$ cat src/rtl/fpc_pkg.sv
`timescale 1ns/1ps
package fpc_pkg;
   typedef enum logic {
      DIR_TO_TC   = 1'b0,
      DIR_TO_IEEE = 1'b1
   } dir_e;

   typedef struct packed {
      logic invalid;
      logic overflow;
      logic underflow;
   } flags_t;
endpackage

$ cat src/rtl/fpc_ieee2tc.sv
`timescale 1ns/1ps
module fpc_ieee2tc
   import fpc_pkg::*;
#(
   parameter int EW = 8,
   parameter int FW = 23,
   localparam int W = 1 + EW + FW
) (
   input  logic [W-1:0] src,
   output logic [W-1:0] dst,
   output flags_t       flg
);
   localparam int MW = FW + 1;
   localparam int XW = EW + 3;
   localparam logic signed [XW-1:0] BIAS_M1 = XW'(2**(EW-1) - 2);
   localparam logic signed [XW-1:0] ONE     = XW'(1);
   localparam logic signed [XW-1:0] EXP_HI  = XW'(2**(EW-1) - 1);
   localparam logic signed [XW-1:0] EXP_LO  = XW'(-(2**(EW-1)));
   localparam logic [EW-1:0]        EXP_SAT = {1'b0, {(EW-1){1'b1}}};

   logic                 sgn;
   logic [EW-1:0]        bexp;
   logic [FW-1:0]        frc;
   logic [MW-1:0]        mag;
   logic [MW-1:0]        tcf;
   logic signed [XW-1:0] tce;

   assign sgn  = src[W-1];
   assign bexp = src[W-2:FW];
   assign frc  = src[FW-1:0];
   // 1.f halved to 0.1f; the last stored bit falls off (truncation)
   assign mag  = {2'b01, frc[FW-1:1]};

   always_comb begin
      dst = '0;
      flg = '0;
      tcf = sgn ? (~mag + 1'b1) : mag;
      tce = signed'({3'b000, bexp}) - BIAS_M1;
      // -0.5 keeps sign and lead bit equal: move to -1.0, one exponent lower
      if (sgn && (frc[FW-1:1] == '0)) begin
         tcf = {1'b1, {(MW-1){1'b0}}};
         tce = tce - ONE;
      end
      if (bexp == '1) begin
         if (frc != '0) begin
            flg.invalid = 1'b1;
         end else begin
            flg.overflow = 1'b1;
            dst = {sgn, {(MW-1){~sgn}}, EXP_SAT};
         end
      end else if (bexp == '0) begin
         flg.underflow = (frc != '0);
      end else if (tce > EXP_HI) begin
         flg.overflow = 1'b1;
         dst = {sgn, {(MW-1){~sgn}}, EXP_SAT};
      end else if (tce < EXP_LO) begin
         flg.underflow = 1'b1;
      end else begin
         dst = {tcf, tce[EW-1:0]};
      end
   end
endmodule

$ cat src/rtl/fpc_tc2ieee.sv
`timescale 1ns/1ps
module fpc_tc2ieee
   import fpc_pkg::*;
#(
   parameter int EW = 8,
   parameter int FW = 23,
   localparam int W = 1 + EW + FW
) (
   input  logic [W-1:0] src,
   output logic [W-1:0] dst,
   output flags_t       flg
);
   localparam int MW = FW + 1;
   localparam int XW = EW + 3;
   localparam int LW = $clog2(MW + 1);
   localparam logic signed [XW-1:0] BIAS   = XW'(2**(EW-1) - 1);
   localparam logic signed [XW-1:0] BE_TOP = XW'(2**EW - 1);
   localparam logic signed [XW-1:0] ZERO   = '0;

   logic                 sgn;
   logic [MW-1:0]        tcf;
   logic [MW-1:0]        mag;
   logic signed [EW-1:0] tce;
   logic [LW-1:0]        lz;
   logic                 seen;
   logic [MW-2:0]        nrm;
   logic signed [XW-1:0] be;

   assign tcf = src[W-1:EW];
   assign tce = src[EW-1:0];
   assign sgn = tcf[MW-1];
   assign mag = sgn ? (~tcf + 1'b1) : tcf;

   // leading-zero count of the magnitude
   always_comb begin
      lz   = '0;
      seen = 1'b0;
      for (int i = MW - 1; i >= 0; i--) begin
         if (mag[i])     seen = 1'b1;
         else if (!seen) lz   = lz + 1'b1;
      end
   end

   assign nrm = (MW-1)'(mag << lz);
   assign be  = XW'(tce) - signed'(XW'(lz)) + BIAS;

   always_comb begin
      dst = '0;
      flg = '0;
      if (tcf != '0) begin
         if (be <= ZERO) begin
            flg.underflow = 1'b1;
         end else if (be >= BE_TOP) begin
            flg.overflow = 1'b1;
            dst = {sgn, {(EW-1){1'b1}}, 1'b0, {FW{1'b1}}};
         end else begin
            dst = {sgn, be[EW-1:0], nrm};
         end
      end
   end
endmodule

$ cat src/rtl/fpc_convert.sv
`timescale 1ns/1ps
module fpc_convert
   import fpc_pkg::*;
#(
   parameter int EW = 8,
   parameter int FW = 23,
   localparam int W = 1 + EW + FW
) (
   input  logic         clk,
   input  logic         rst,
   input  logic         in_valid,
   input  logic         in_dir,
   input  logic [W-1:0] in_word,
   output logic         out_valid,
   output logic [W-1:0] out_word,
   output logic         out_invalid,
   output logic         out_overflow,
   output logic         out_underflow
);
   if (EW < 3 || FW < 4) begin : g_bad_widths
      $error("fpc_convert: exponent width must be >= 3 and fraction width >= 4");
   end
   if ($clog2(FW + 2) >= EW + 1) begin : g_bad_ratio
      $error("fpc_convert: fraction too wide for the exponent datapath");
   end

   logic         v1, v2;
   dir_e         d1, d2;
   logic [W-1:0] w1, w2;
   flags_t       f2;
   logic [W-1:0] tc_w, ie_w;
   flags_t       tc_f, ie_f;

   fpc_ieee2tc #(.EW(EW), .FW(FW)) u_to_tc (
      .src (w1),
      .dst (tc_w),
      .flg (tc_f)
   );

   fpc_tc2ieee #(.EW(EW), .FW(FW)) u_to_ieee (
      .src (w1),
      .dst (ie_w),
      .flg (ie_f)
   );

   always_ff @(posedge clk) begin
      if (rst) begin
         v1 <= 1'b0;
         v2 <= 1'b0;
      end else begin
         v1 <= in_valid;
         v2 <= v1;
      end
   end

   always_ff @(posedge clk) begin
      w1 <= in_word;
      d1 <= dir_e'(in_dir);
      d2 <= d1;
      if (d1 == DIR_TO_IEEE) begin
         w2 <= ie_w;
         f2 <= ie_f;
      end else begin
         w2 <= tc_w;
         f2 <= tc_f;
      end
   end

   assign out_valid     = v2;
   assign out_word      = w2;
   assign out_invalid   = f2.invalid;
   assign out_overflow  = f2.overflow;
   assign out_underflow = f2.underflow;

   AST_VALID_PIPE: assert property (@(posedge clk) disable iff (rst) in_valid |-> ##2 out_valid);
   AST_NO_GHOST: assert property (@(posedge clk) disable iff (rst) !in_valid |-> ##2 !out_valid);
   AST_INVALID_ZERO: assert property (@(posedge clk) disable iff (rst) (out_valid && out_invalid) |-> (out_word == '0 && d2 == DIR_TO_TC));
   AST_SAT_EXP: assert property (@(posedge clk) disable iff (rst) (out_valid && out_overflow && d2 == DIR_TO_TC) |-> (out_word[EW-1:0] == {1'b0, {(EW-1){1'b1}}}));
   AST_ZERO_IN: assert property (@(posedge clk) disable iff (rst) (in_valid && in_word == '0) |-> ##2 (out_word == '0 && f2 == '0));
   AST_ONE_FLAG: assert property (@(posedge clk) disable iff (rst) out_valid |-> ($countones({out_invalid, out_overflow, out_underflow}) <= 1));
   AST_TC_NORM: assert property (@(posedge clk) disable iff (rst) (out_valid && d2 == DIR_TO_TC && out_word != '0) |-> (out_word[W-1] != out_word[W-2]));
   AST_IEEE_FINITE: assert property (@(posedge clk) disable iff (rst) (out_valid && d2 == DIR_TO_IEEE) |-> (out_word[W-2:FW] != '1));
endmodule

$ cat config.mk
export PLATFORM = sky130hd
export DESIGN_NAME = fpc_convert
export DESIGN_NICKNAME = d
export VERILOG_FILES = /design/src/rtl/fpc_pkg.sv /design/src/rtl/fpc_ieee2tc.sv /design/src/rtl/fpc_tc2ieee.sv /design/src/rtl/fpc_convert.sv
export SDC_FILE = /design/constraint.sdc
export NUM_CORES = 1
export LEC_CHECK = 0
export ABC_CLOCK_PERIOD_IN_PS = 24900
export CORE_AREA = 2 2 135 137
export CTS_BUF_LIST = sky130_fd_sc_hd__clkbuf_4 sky130_fd_sc_hd__clkbuf_8
export DETAILED_ROUTE_END_ITERATION = 16
export DIE_AREA = 0 0 137 139
export GPL_TIMING_DRIVEN = 0
export PLACE_DENSITY = 0.69
export SYNTH_ARGS = -nofsm -noshare
export SYNTH_HDL_FRONTEND = slang
export SYNTH_SLANG_ARGS = --single-unit
$ cat constraint.sdc
create_clock -name clk -period 24.9 [get_ports clk]
set_input_delay 2.49 -clock clk [delete_from_list [all_inputs] [get_ports clk]]
set_output_delay 2.49 -clock clk [all_outputs]
set_load 0.05 [all_outputs]
After elaboration in Yosys (flattened, before gate mapping) --
Cells that the tools add are included. Widths: inputs -> output; s select.
Operators by class: add/sub/neg operators 29, $lt $le $gt $ge 4, equal/unequal tests 1, shift operators 1, mux-type cells 97, bitwise operators 4, reductions and logical operators 6
Operators by type and width (number):
- $mux 32 | 8
- $mux 5 | 46
- $add 5x1->5 const B | 22
- $mux 24 | 3
- $add 24x1->24 const B | 2
- $mux 1 | 36
- $mux 31 | 1
- $not 23->24 | 1
- $not 24->24 | 1
- $reduce_bool 24->1 | 1
- $shl 24x5->23 | 1
- $reduce_bool 23->1 | 1
- $logic_not 22->1 | 1
- $add 11x8->11 const B | 1
- $ge 11x9->1 const B | 1
- $gt 11x8->1 const B | 1
- $le 11x1->1 const B | 1
- $lt 11x8->1 const B | 1
- $mux 11 | 1
- $sub 11x2->11 const B | 1
- $sub 8x6->9 | 1
- $sub 8x7->9 const B | 1
- $eq 8x8->1 const B | 1
- $logic_not 8->1 | 1
- 5 further kinds | 7
Word-level totals: flip-flop bits (word level) 70, bits of input ports 36

Depth between registers and ports, before layout --
Gate-level depths: netlist of the first run.
depth after elaboration 80, mapped depth 102

Hierarchy --
From an unflattened synthesis of the first run, not the netlist that was laid out.
Second synthesis, totals: cells, all modules 1151, area total of the unflattened synthesis 9233.9 um^2
Modules (own cells, without submodules):
- fpc_tc2ieee | instances 1, cells each 849, area an instance 5689.2 um^2, sequential area each 0.0 um^2
- fpc_convert | instances 1, cells each 111, area an instance 1991.9 um^2, sequential area each 1401.3 um^2
- fpc_ieee2tc | instances 1, cells each 191, area an instance 1552.7 um^2, sequential area each 0.0 um^2

Least setup slack after synthesis of the first run --
OpenSTA, ideal clock, no wires.
kind reg2reg, start point register w1[8], end point register w2[0] (netlist: out_word[0]), library setup time 0.153 ns, arrival 18.577 ns, data required time 24.747 ns, setup slack 6.170 ns, stages on the path, launching flop included 100, path through dfxtp_1 clkbuf_1 inv_1 ha_1 or4b_1 clkbuf_1 or4_1 nor3_1 nor2_1 nor3_1 ha_1 a21oi_1 nor2_1 ha_1 inv_1 o21ai_0 a21oi_1 nor2_1 [... 64 more ...] clkbuf_1 ha_1 nand2_1 nand2_1 a21oi_1 xnor2_1 nor3_1 nand2_1 maj3_1 nor2_1 xnor2_1 nand4_1 a21boi_0 a41o_1 nand2_1 o21ai_0 a31oi_1 o221ai_1
On the way: longest elaborated chain between the ends 80
RTL lines:
- start: declaration | line fpc_convert.sv:29 | logic [W-1:0] w1, w2;
- start signal: assignment | line fpc_convert.sv:57 | w1 <= in_word;
- $not 24->24 | line fpc_tc2ieee.sv:32 | assign mag = sgn ? (~tcf + 1'b1) : tcf;
- $add 24x1->24 | line fpc_tc2ieee.sv:32
- $mux 24 | line fpc_tc2ieee.sv:32
- $mux 1 | line fpc_tc2ieee.sv:39 | if (mag[i]) seen = 1'b1;
- $add 1x1->2 | line fpc_tc2ieee.sv:40 | else if (!seen) lz = lz + 1'b1;
- $mux 5 | line fpc_tc2ieee.sv:40
- $mux 5 | line fpc_tc2ieee.sv:39
- $add 5x1->5 | line fpc_tc2ieee.sv:40
- [... 64 more ...]
- $mux 5 | line fpc_tc2ieee.sv:39
- $sub 8x6->9 | line fpc_tc2ieee.sv:45 | assign be = XW'(tce) - signed'(XW'(lz)) + BIAS;
- $add 11x8->11 | line fpc_tc2ieee.sv:45
- $ge 11x9->1 | line fpc_tc2ieee.sv:53 | end else if (be >= BE_TOP) begin
- $mux 31 | line fpc_tc2ieee.sv:53
- $mux 32 | line fpc_tc2ieee.sv:51 | if (be <= ZERO) begin
- $mux 32 | line fpc_tc2ieee.sv:50 | if (tcf != '0) begin
- $mux 32 * | line fpc_convert.sv:60 | if (d1 == DIR_TO_IEEE) begin
- end signal: assignment | line fpc_convert.sv:61 | w2 <= ie_w;
- end signal: assignment | line fpc_convert.sv:64 | w2 <= tc_w;
- end: declaration | line fpc_convert.sv:29
Every way passes the cells marked *; elsewhere a longest branch is shown, timed or not. A chain may end at the register's enable or synchronous reset.

Final worst setup path of the first run --
start point register w1[8], end point register w2[5] (netlist: out_word[5])
Same word-level chain as after synthesis.

==> impl_metrics.yaml, run 1 <==
status:
  outcome: "complete, no violations"
finish:
  fin_cells: 1495
  areaGrowthSynthToFinish_pct: 13.62
  final_util_pct: 55.50
  nets: 1334
  antennaDiodeCount: 0
  drive_gt1_share_pct: 6.240
  register_area_mm2: 0.001401
  final_cell_area_mm2: 0.009799
  n_fill_cell: 1722
  multiInputGateArea_mm2: 0.006771
timing:
  clock.fmax_mhz: 44.58
  fin_crit_ns: 22.43
  finalMaxSlewViolations: 0
  setup_viol_count_final: 0
  post-route-period-util_pct: 90.09
  fin_worst_skew_ns: 0.02155
  slew-limit-headroom_pct: 26.59
  rsz0062_at_grt: "false"
  worst_pin_slew_ns: 1.098
  finalHoldViolations: 0
  tns_ns: 0
floorplanning:
  num_rows: 49
  die_h_um: 139
  initial_core_util_pct: 48.84
  die_area_mm2: 0.01904
  core_area_mm2: 0.01766
  fp.dieW_um: 137
  io_pins: 72
clock_tree:
  cts-root-buf: "clkbuf_8"
  postCtsHoldBufs: 0
  clkTransAtPathRegs_ns: 0.09
  cts-buffers-inserted: 9
  clkLatencyLatePin_ns: 0.38
  cts_buffer_depth: 2
  cts_setup_buffers: 0
  cts_htree_levels: 3
  post_cts_resized: 0
  cts_tree: "yes"
  clock_sinks: 70
power:
  p_sw_share_pct: 45.44
  comb_power_share_pct: 51.7
  p_leak_uw: 0.003750
  seq_power_share_pct: 28.9
  peakVddDrop_uv: 38.95
  p_sw_uw: 203.2
  clkPwrFrac_pct: 19.3
  p_int_uw: 244.0
  powerDensity_mw_per_mm2: 45.63
yosys:
  synth_top_cell_by_area: "dfxtp_1"
  synthCells: 1179
  synth_area_mm2: 0.008625
  synth_ff_type: "dfxtp_1"
  seq_area_frac_synth_pct: 16.25
  synth_fp_nets: 1252
  synth_seq_cells: 70
  postSynthAreaPerCell_um2: 7.315
  synthDistinctLibCells: 95
  synth_edf_count: 0
  synth_area_leaders: "dfxtp_1 (16%), mux2i_1 (7.4%), xnor2_1 (5.9%)"
  synth_top_area_share_pct: 16.25
  ys_warn_count: 0
  synthArstFlopShare_pct: 0
run:
  maxCapViolations: 0
critical_path:
  crit_type: "reg2reg"
  endpoint_kind: "flop"
  cp.arrival_ns: 22.63
  crit_fanout: 10
  worst_setup_path_start_kind: "flop"
  cp.required_ns: 25.10
  cpMostUsedCell: "ha_1"
  slowest_delay_ns: 0.59
  cp_slowest_cell: "or4_1"
global_routing:
  grtUsageTotal_pct: 29.79
  busiest_layer: "met2"
  gr-usage-met1_pct: 42.93
  overflow: 0
  grt_use_met3_pct: 5.007
  grt_pass1_wl_mm: 45.68
  grtUsageMet2_pct: 46.27
  grt_max_degree: 15
  grt_pass1_vias: 8572
  antenna_found_initial: 0
place:
  placedCellCount: 1479
  gp_congestion: 0.9422
  io_buffers: 71
  placed_area_mm2: 0.009622
  hpwlAfterDp_mm: 22.62
route:
  routed_wl_mm: 28.51
  viasPerCell: 6.333
  wl_per_cell_um: 19.07
  drcViolationCount: 0
  drtIter0Drc: 837
  firstDrtPassIters: 6
  postRouteAntennaNets: 0
  route.vias.total: 9468
hold_path:
  hold_path_class: "reg2reg"
## cell type report
type | instances | area share [%]
timing repair buffer | 71 | 7.252
multi-input combinational | 994 | 69.10
clock inverter | 7 | 0.5490
sequential | 70 | 14.30
buffer | 72 | 2.962
clock buffer | 9 | 1.264
inverter | 43 | 1.647
tap | 229 | 2.924
## per-layer routing
layer,share of wire (%),routed length (um),up-vias
li1,-,-,4523
met1,46,13020,4468
met2,45,12700,420
met3,7.8,2220,57
met4,2.0,561,0
met5,0,0,-
## sequential cells by signal, indices dropped and copies added (netlist names)
register and cells:
out_valid 1, d1 1, v1 1, out_invalid 1
out_underflow 1, w1 32, out_word 32, out_overflow 1
## synth_stat cells, types with 7 or more instances
cell / instances
and4_1: 7
and2_1: 14
inv_1: 40
or2_2: 9
nand2b_1: 14
mux2_2: 15
o21a_1: 7
xnor2_1: 58
o211ai_1: 15
xor2_1: 30
o2111ai_1: 10
o21ai_0: 79
nand2_1: 115
nand3_1: 48
a211oi_1: 12
nor4_1: 20
o21bai_1: 7
nor3_1: 35
buf_1: 10
o31ai_1: 9
nor2_1: 114
and3_1: 10
or3_1: 16
nor2b_1: 9
buf_2: 10
dfxtp_1: 70
a21oi_1: 49
nand4_1: 21
a31oi_1: 16
ha_1: 36
o221ai_1: 13
mux2i_1: 64
a21o_1: 9
clkbuf_1: 50
## path summary, 6_finish.rpt
check,from,cells past startpoint,slack [ns],end
worst max register to register,w1[8],99,2.47,out_word[5]
worst min register to register,v1,1,0.44,out_valid
worst max-delay path,w1[8],99,2.47,out_word[5]
worst min-delay path,v1,1,0.44,out_valid
## through the flow
stage,hold WS [ns],setup WS (ns),total power [uW]
2_1_floorplan,0.4138,6.170,292.5
3_3_place_gp,0.4155,3.149,356.0
3_5_place_dp,0.4305,2.952,357.7
4_1_cts,0.4502,2.828,443.8
5_1_grt,0.4574,0.8244,472.6
6_report,0.4431,2.468,447.2
## cell usage in the layout (no fill, tap or decap), types with 7 or more instances in the layout
cell	instances
nand2_1	115
nor2_1	114
a21oi_1	49
mux2_2	15
or2_2	9
nor3_1	35
and2_1	14
buf_2	10
nor2b_1	9
dfxtp_1	70
o21a_1	7
clkbuf_8	9
xnor2_1	58
nand3_1	48
clkbuf_1	50
and4_1	7
a31oi_1	16
xor2_1	30
or3_1	16
nand4_1	21
clkdlybuf4s50_1	71
nand2b_1	14
inv_1	40
a21o_1	9
o21bai_1	7
mux2i_1	64
and3_1	10
ha_1	36
o31ai_1	9
a211oi_1	12
buf_1	10
o221ai_1	13
o21ai_0	79
o211ai_1	15
o2111ai_1	10
nor4_1	20
## power groups by stage
stage / Combinational [uW] / Clock [uW] / Sequential, uW
final: 231 / 86.4 / 129
after floorplan: 128 / 0 / 164
after detailed placement: 226 / 0 / 132
after global routing: 248 / 93.7 / 131
after global placement: 224 / 0 / 132
after CTS: 227 / 87.5 / 129
## worst max-delay path, delay by kind of cell, from the launching register on
family / cells / cell delay [ns]
XOR/XNOR: 5 / 1.20
flip-flops: 1 / 0.35
adder cells (fa/ha/maj): 23 / 6.97
multiplexers: 6 / 1.28
buffers and inverters: 7 / 2.01
AND/OR/NAND/NOR: 39 / 6.28
AO/OA/AOI/OAI: 19 / 4.08
## cells by family after synthesis
family                     Yosys count  share of synthesized area (%)
xor gates and xnor gates            94                          10.49
adders and majority gates           39                          5.687
AOI/OAI and AO/OA                  299                          23.79
buffers and inverters              115                          5.237
DFF                                 70                          16.25
and+or+nand+nor                    481                          28.90
muxes                               81                          9.647
Power figures use the tool's default switching activity.
==> run 2: changes to the inputs <==
--- a/config.mk
+++ b/config.mk
@@ -5,7 +5,7 @@
 export SDC_FILE = /design/constraint.sdc
 export NUM_CORES = 1
 export LEC_CHECK = 0
-export ABC_CLOCK_PERIOD_IN_PS = 24900
+export ABC_CLOCK_PERIOD_IN_PS = 28400
 export CORE_AREA = 2 2 135 137
 export CTS_BUF_LIST = sky130_fd_sc_hd__clkbuf_4 sky130_fd_sc_hd__clkbuf_8
 export DETAILED_ROUTE_END_ITERATION = 16
==> constraint.sdc (replaced) <==
create_clock -name clk -period 28.4 [get_ports clk]
set_input_delay 7.1 -clock clk [delete_from_list [all_inputs] [get_ports clk]]
set_output_delay 7.1 -clock clk [all_outputs]
set_load 0.05 [all_outputs]
==> results of run 2 <==
Same layout as run 1 (identical final DEF). Status: complete, no violations.
Main changes from that run: setup slack after placement 2.952 ns -> 6.452 ns; setup slack after layout 2.468 ns -> 5.968 ns; register-to-register setup slack 2.47 ns -> 5.97 ns; total power 447.2 uW -> 392.1 uW; worst IR drop on VDD 38.95 uV -> 34.15 uV
==> run 3: changes to the inputs <==
--- a/config.mk
+++ b/config.mk
@@ -5,7 +5,7 @@
 export SDC_FILE = /design/constraint.sdc
 export NUM_CORES = 1
 export LEC_CHECK = 0
-export ABC_CLOCK_PERIOD_IN_PS = 28400
+export ABC_CLOCK_PERIOD_IN_PS = 21600
 export CORE_AREA = 2 2 135 137
 export CTS_BUF_LIST = sky130_fd_sc_hd__clkbuf_4 sky130_fd_sc_hd__clkbuf_8
 export DETAILED_ROUTE_END_ITERATION = 16
==> constraint.sdc (replaced) <==
create_clock -name clk -period 21.6 [get_ports clk]
set_input_delay 5.4 -clock clk [delete_from_list [all_inputs] [get_ports clk]]
set_output_delay 5.4 -clock clk [all_outputs]
set_load 0.05 [all_outputs]
==> impl_metrics.yaml, run 3 (synthesis gave the netlist of run 1 again) <==
status:
  outcome: "complete, no violations"
clock_tree:
  postCtsHoldBufs: 0
  cts_buffer_depth: 2
  cts_tree: "yes"
  cts_htree_levels: 3
  cts-root-buf: "clkbuf_8"
  clkTransAtPathRegs_ns: 0.08
  clkLatencyLatePin_ns: 0.37
  clock_sinks: 70
  cts-buffers-inserted: 9
critical_path:
  crit_family: "adder cells"
  crit_type: "reg2reg"
  slowest_delay_ns: 0.54
  cp_slowest_cell: "or3b_2"
  crit_fanout: 10
  rrSetupSlack_ns: 1.19
  worst-path-buf-inv: 7
  reg2reg_to: "out_word[5]"
  endpoint_kind: "flop"
  cp.required_ns: 21.82
  cp.arrival_ns: 20.64
  reg2reg_depth: 96
  cpMostUsedCell: "ha_1"
  rr_startpoint: "w1[25]"
  worst_setup_path_start_kind: "flop"
power:
  p_sw_share_pct: 45.46
  p_sw_uw: 237.0
  seq_power_share_pct: 28.8
  peakVddDrop_uv: 44.99
  comb_power_share_pct: 52.2
  powerDensity_mw_per_mm2: 51.75
  p_total_uw: 521.3
  p_int_uw: 284.3
  p_leak_uw: 0.003875
  clkPwrFrac_pct: 19.1
hold_path:
  min_to: "out_valid"
  holdPathStages: 1
  hold_path_class: "reg2reg"
  hold_path_startpoint: "v1"
floorplanning:
  die_area_mm2: 0.01904
  fp.dieW_um: 137
  die_h_um: 139
  initial_core_util_pct: 48.84
  io_pins: 72
  core_area_mm2: 0.01766
  num_rows: 49
timing:
  setup_viol_count_final: 0
  slew-limit-headroom_pct: 28.41
  fin_hold_ws_ns: 0.4435
  clock.fmax_mhz: 48.99
  fin_crit_ns: 20.41
  fin_worst_skew_ns: 0.01712
  finalHoldViolations: 0
  post-route-period-util_pct: 94.51
  finalMaxSlewViolations: 0
  tns_ns: 0
  worst_pin_slew_ns: 1.070
route:
  route.vias.total: 9552
  firstDrtPassIters: 5
  postRouteAntennaNets: 0
  drcViolationCount: 0
  drtIter0Drc: 996
  viasPerCell: 6.347
  wl_per_cell_um: 19.15
  routed_wl_mm: 28.82
place:
  gp_congestion: 0.9422
  io_buffers: 71
  placed_area_mm2: 0.009622
  hpwlAfterDp_mm: 22.62
finish:
  antennaDiodeCount: 0
  final_util_pct: 57.05
  areaGrowthSynthToFinish_pct: 16.80
  drive_gt1_share_pct: 10.19
  final_cell_area_mm2: 0.01007
  final_cell_mix: "nand2_1 (114), nor2_1 (110), o21ai_0 (73), clkdlybuf4s50_1 (71), dfxtp_1 (69)"
  final_common_cell: "nand2_1"
  nets: 1344
global_routing:
  grt_pass1_vias: 8584
  grtUsageTotal_pct: 29.76
  overflow: 0
  antenna_found_initial: 0
  grt_pass1_wl_mm: 45.66
  grt_max_degree: 15
run:
  maxCapViolations: 0
[run 3: through the flow]
stage,instances,worst slack (ns)
floorplan,1179,2.870
global placement,1479,-0.1514
detailed placement,1479,-0.3477
CTS,1495,0.1296
global route,1505,-0.08315
finish,1505,1.186
[run 3: worst max-delay path by stage]
stage / depth (start not counted) / slack [ns] / from / end
detailed placement: 99 / -0.35 / w1[8] / out_word[5]
CTS: 98 / 0.13 / w1[23] / out_word[2]
global route: 97 / -0.08 / w1[25] / out_word[3]
global placement: 99 / -0.15 / w1[8] / out_word[5]
floorplan: 99 / 2.87 / w1[8] / out_word[0]
finish: 96 / 1.19 / w1[25] / out_word[5]
[run 3: final cells by class]
cell class / count / area [um^2]
Buffer: 67 / 287.8
Fill cell: 1705 / 7584
Inverter: 43 / 161.4
Clock buffer: 9 / 123.9
Clock inverter: 7 / 53.80
Multi-Input combinational cell: 994 / 6934
Sequential cell: 70 / 1403
Tap cell: 229 / 286.5
Timing Repair Buffer: 86 / 823.3
[run 3: layer usage]
metal | up-vias | wire length [um] | global-route usage [%]
met1 | 4495 | 12890 | 42.77
met4 | 0 | 479 | 6.728
li1 | 4546 | - | -
met3 | 49 | 2516 | 5.080
met2 | 462 | 12930 | 46.22
met5 | - | 0 | 0
[run 3: repair_timing]
action | CTS | global route
buffers inserted | 0 | 15
gates resized for setup | 5 | 63
endpoints found under the setup margin | 22 | 34
pin swaps | 0 | 9
[run 3: power by group through the flow]
stage / Clock (uW) / Sequential, uW / Combinational [uW]
floorplan: 0 / 189 / 148
global placement: 0 / 152 / 258
detailed placement: 0 / 152 / 260
CTS: 101 / 149 / 262
global route: 108 / 151 / 291
finish: 99.4 / 150 / 272
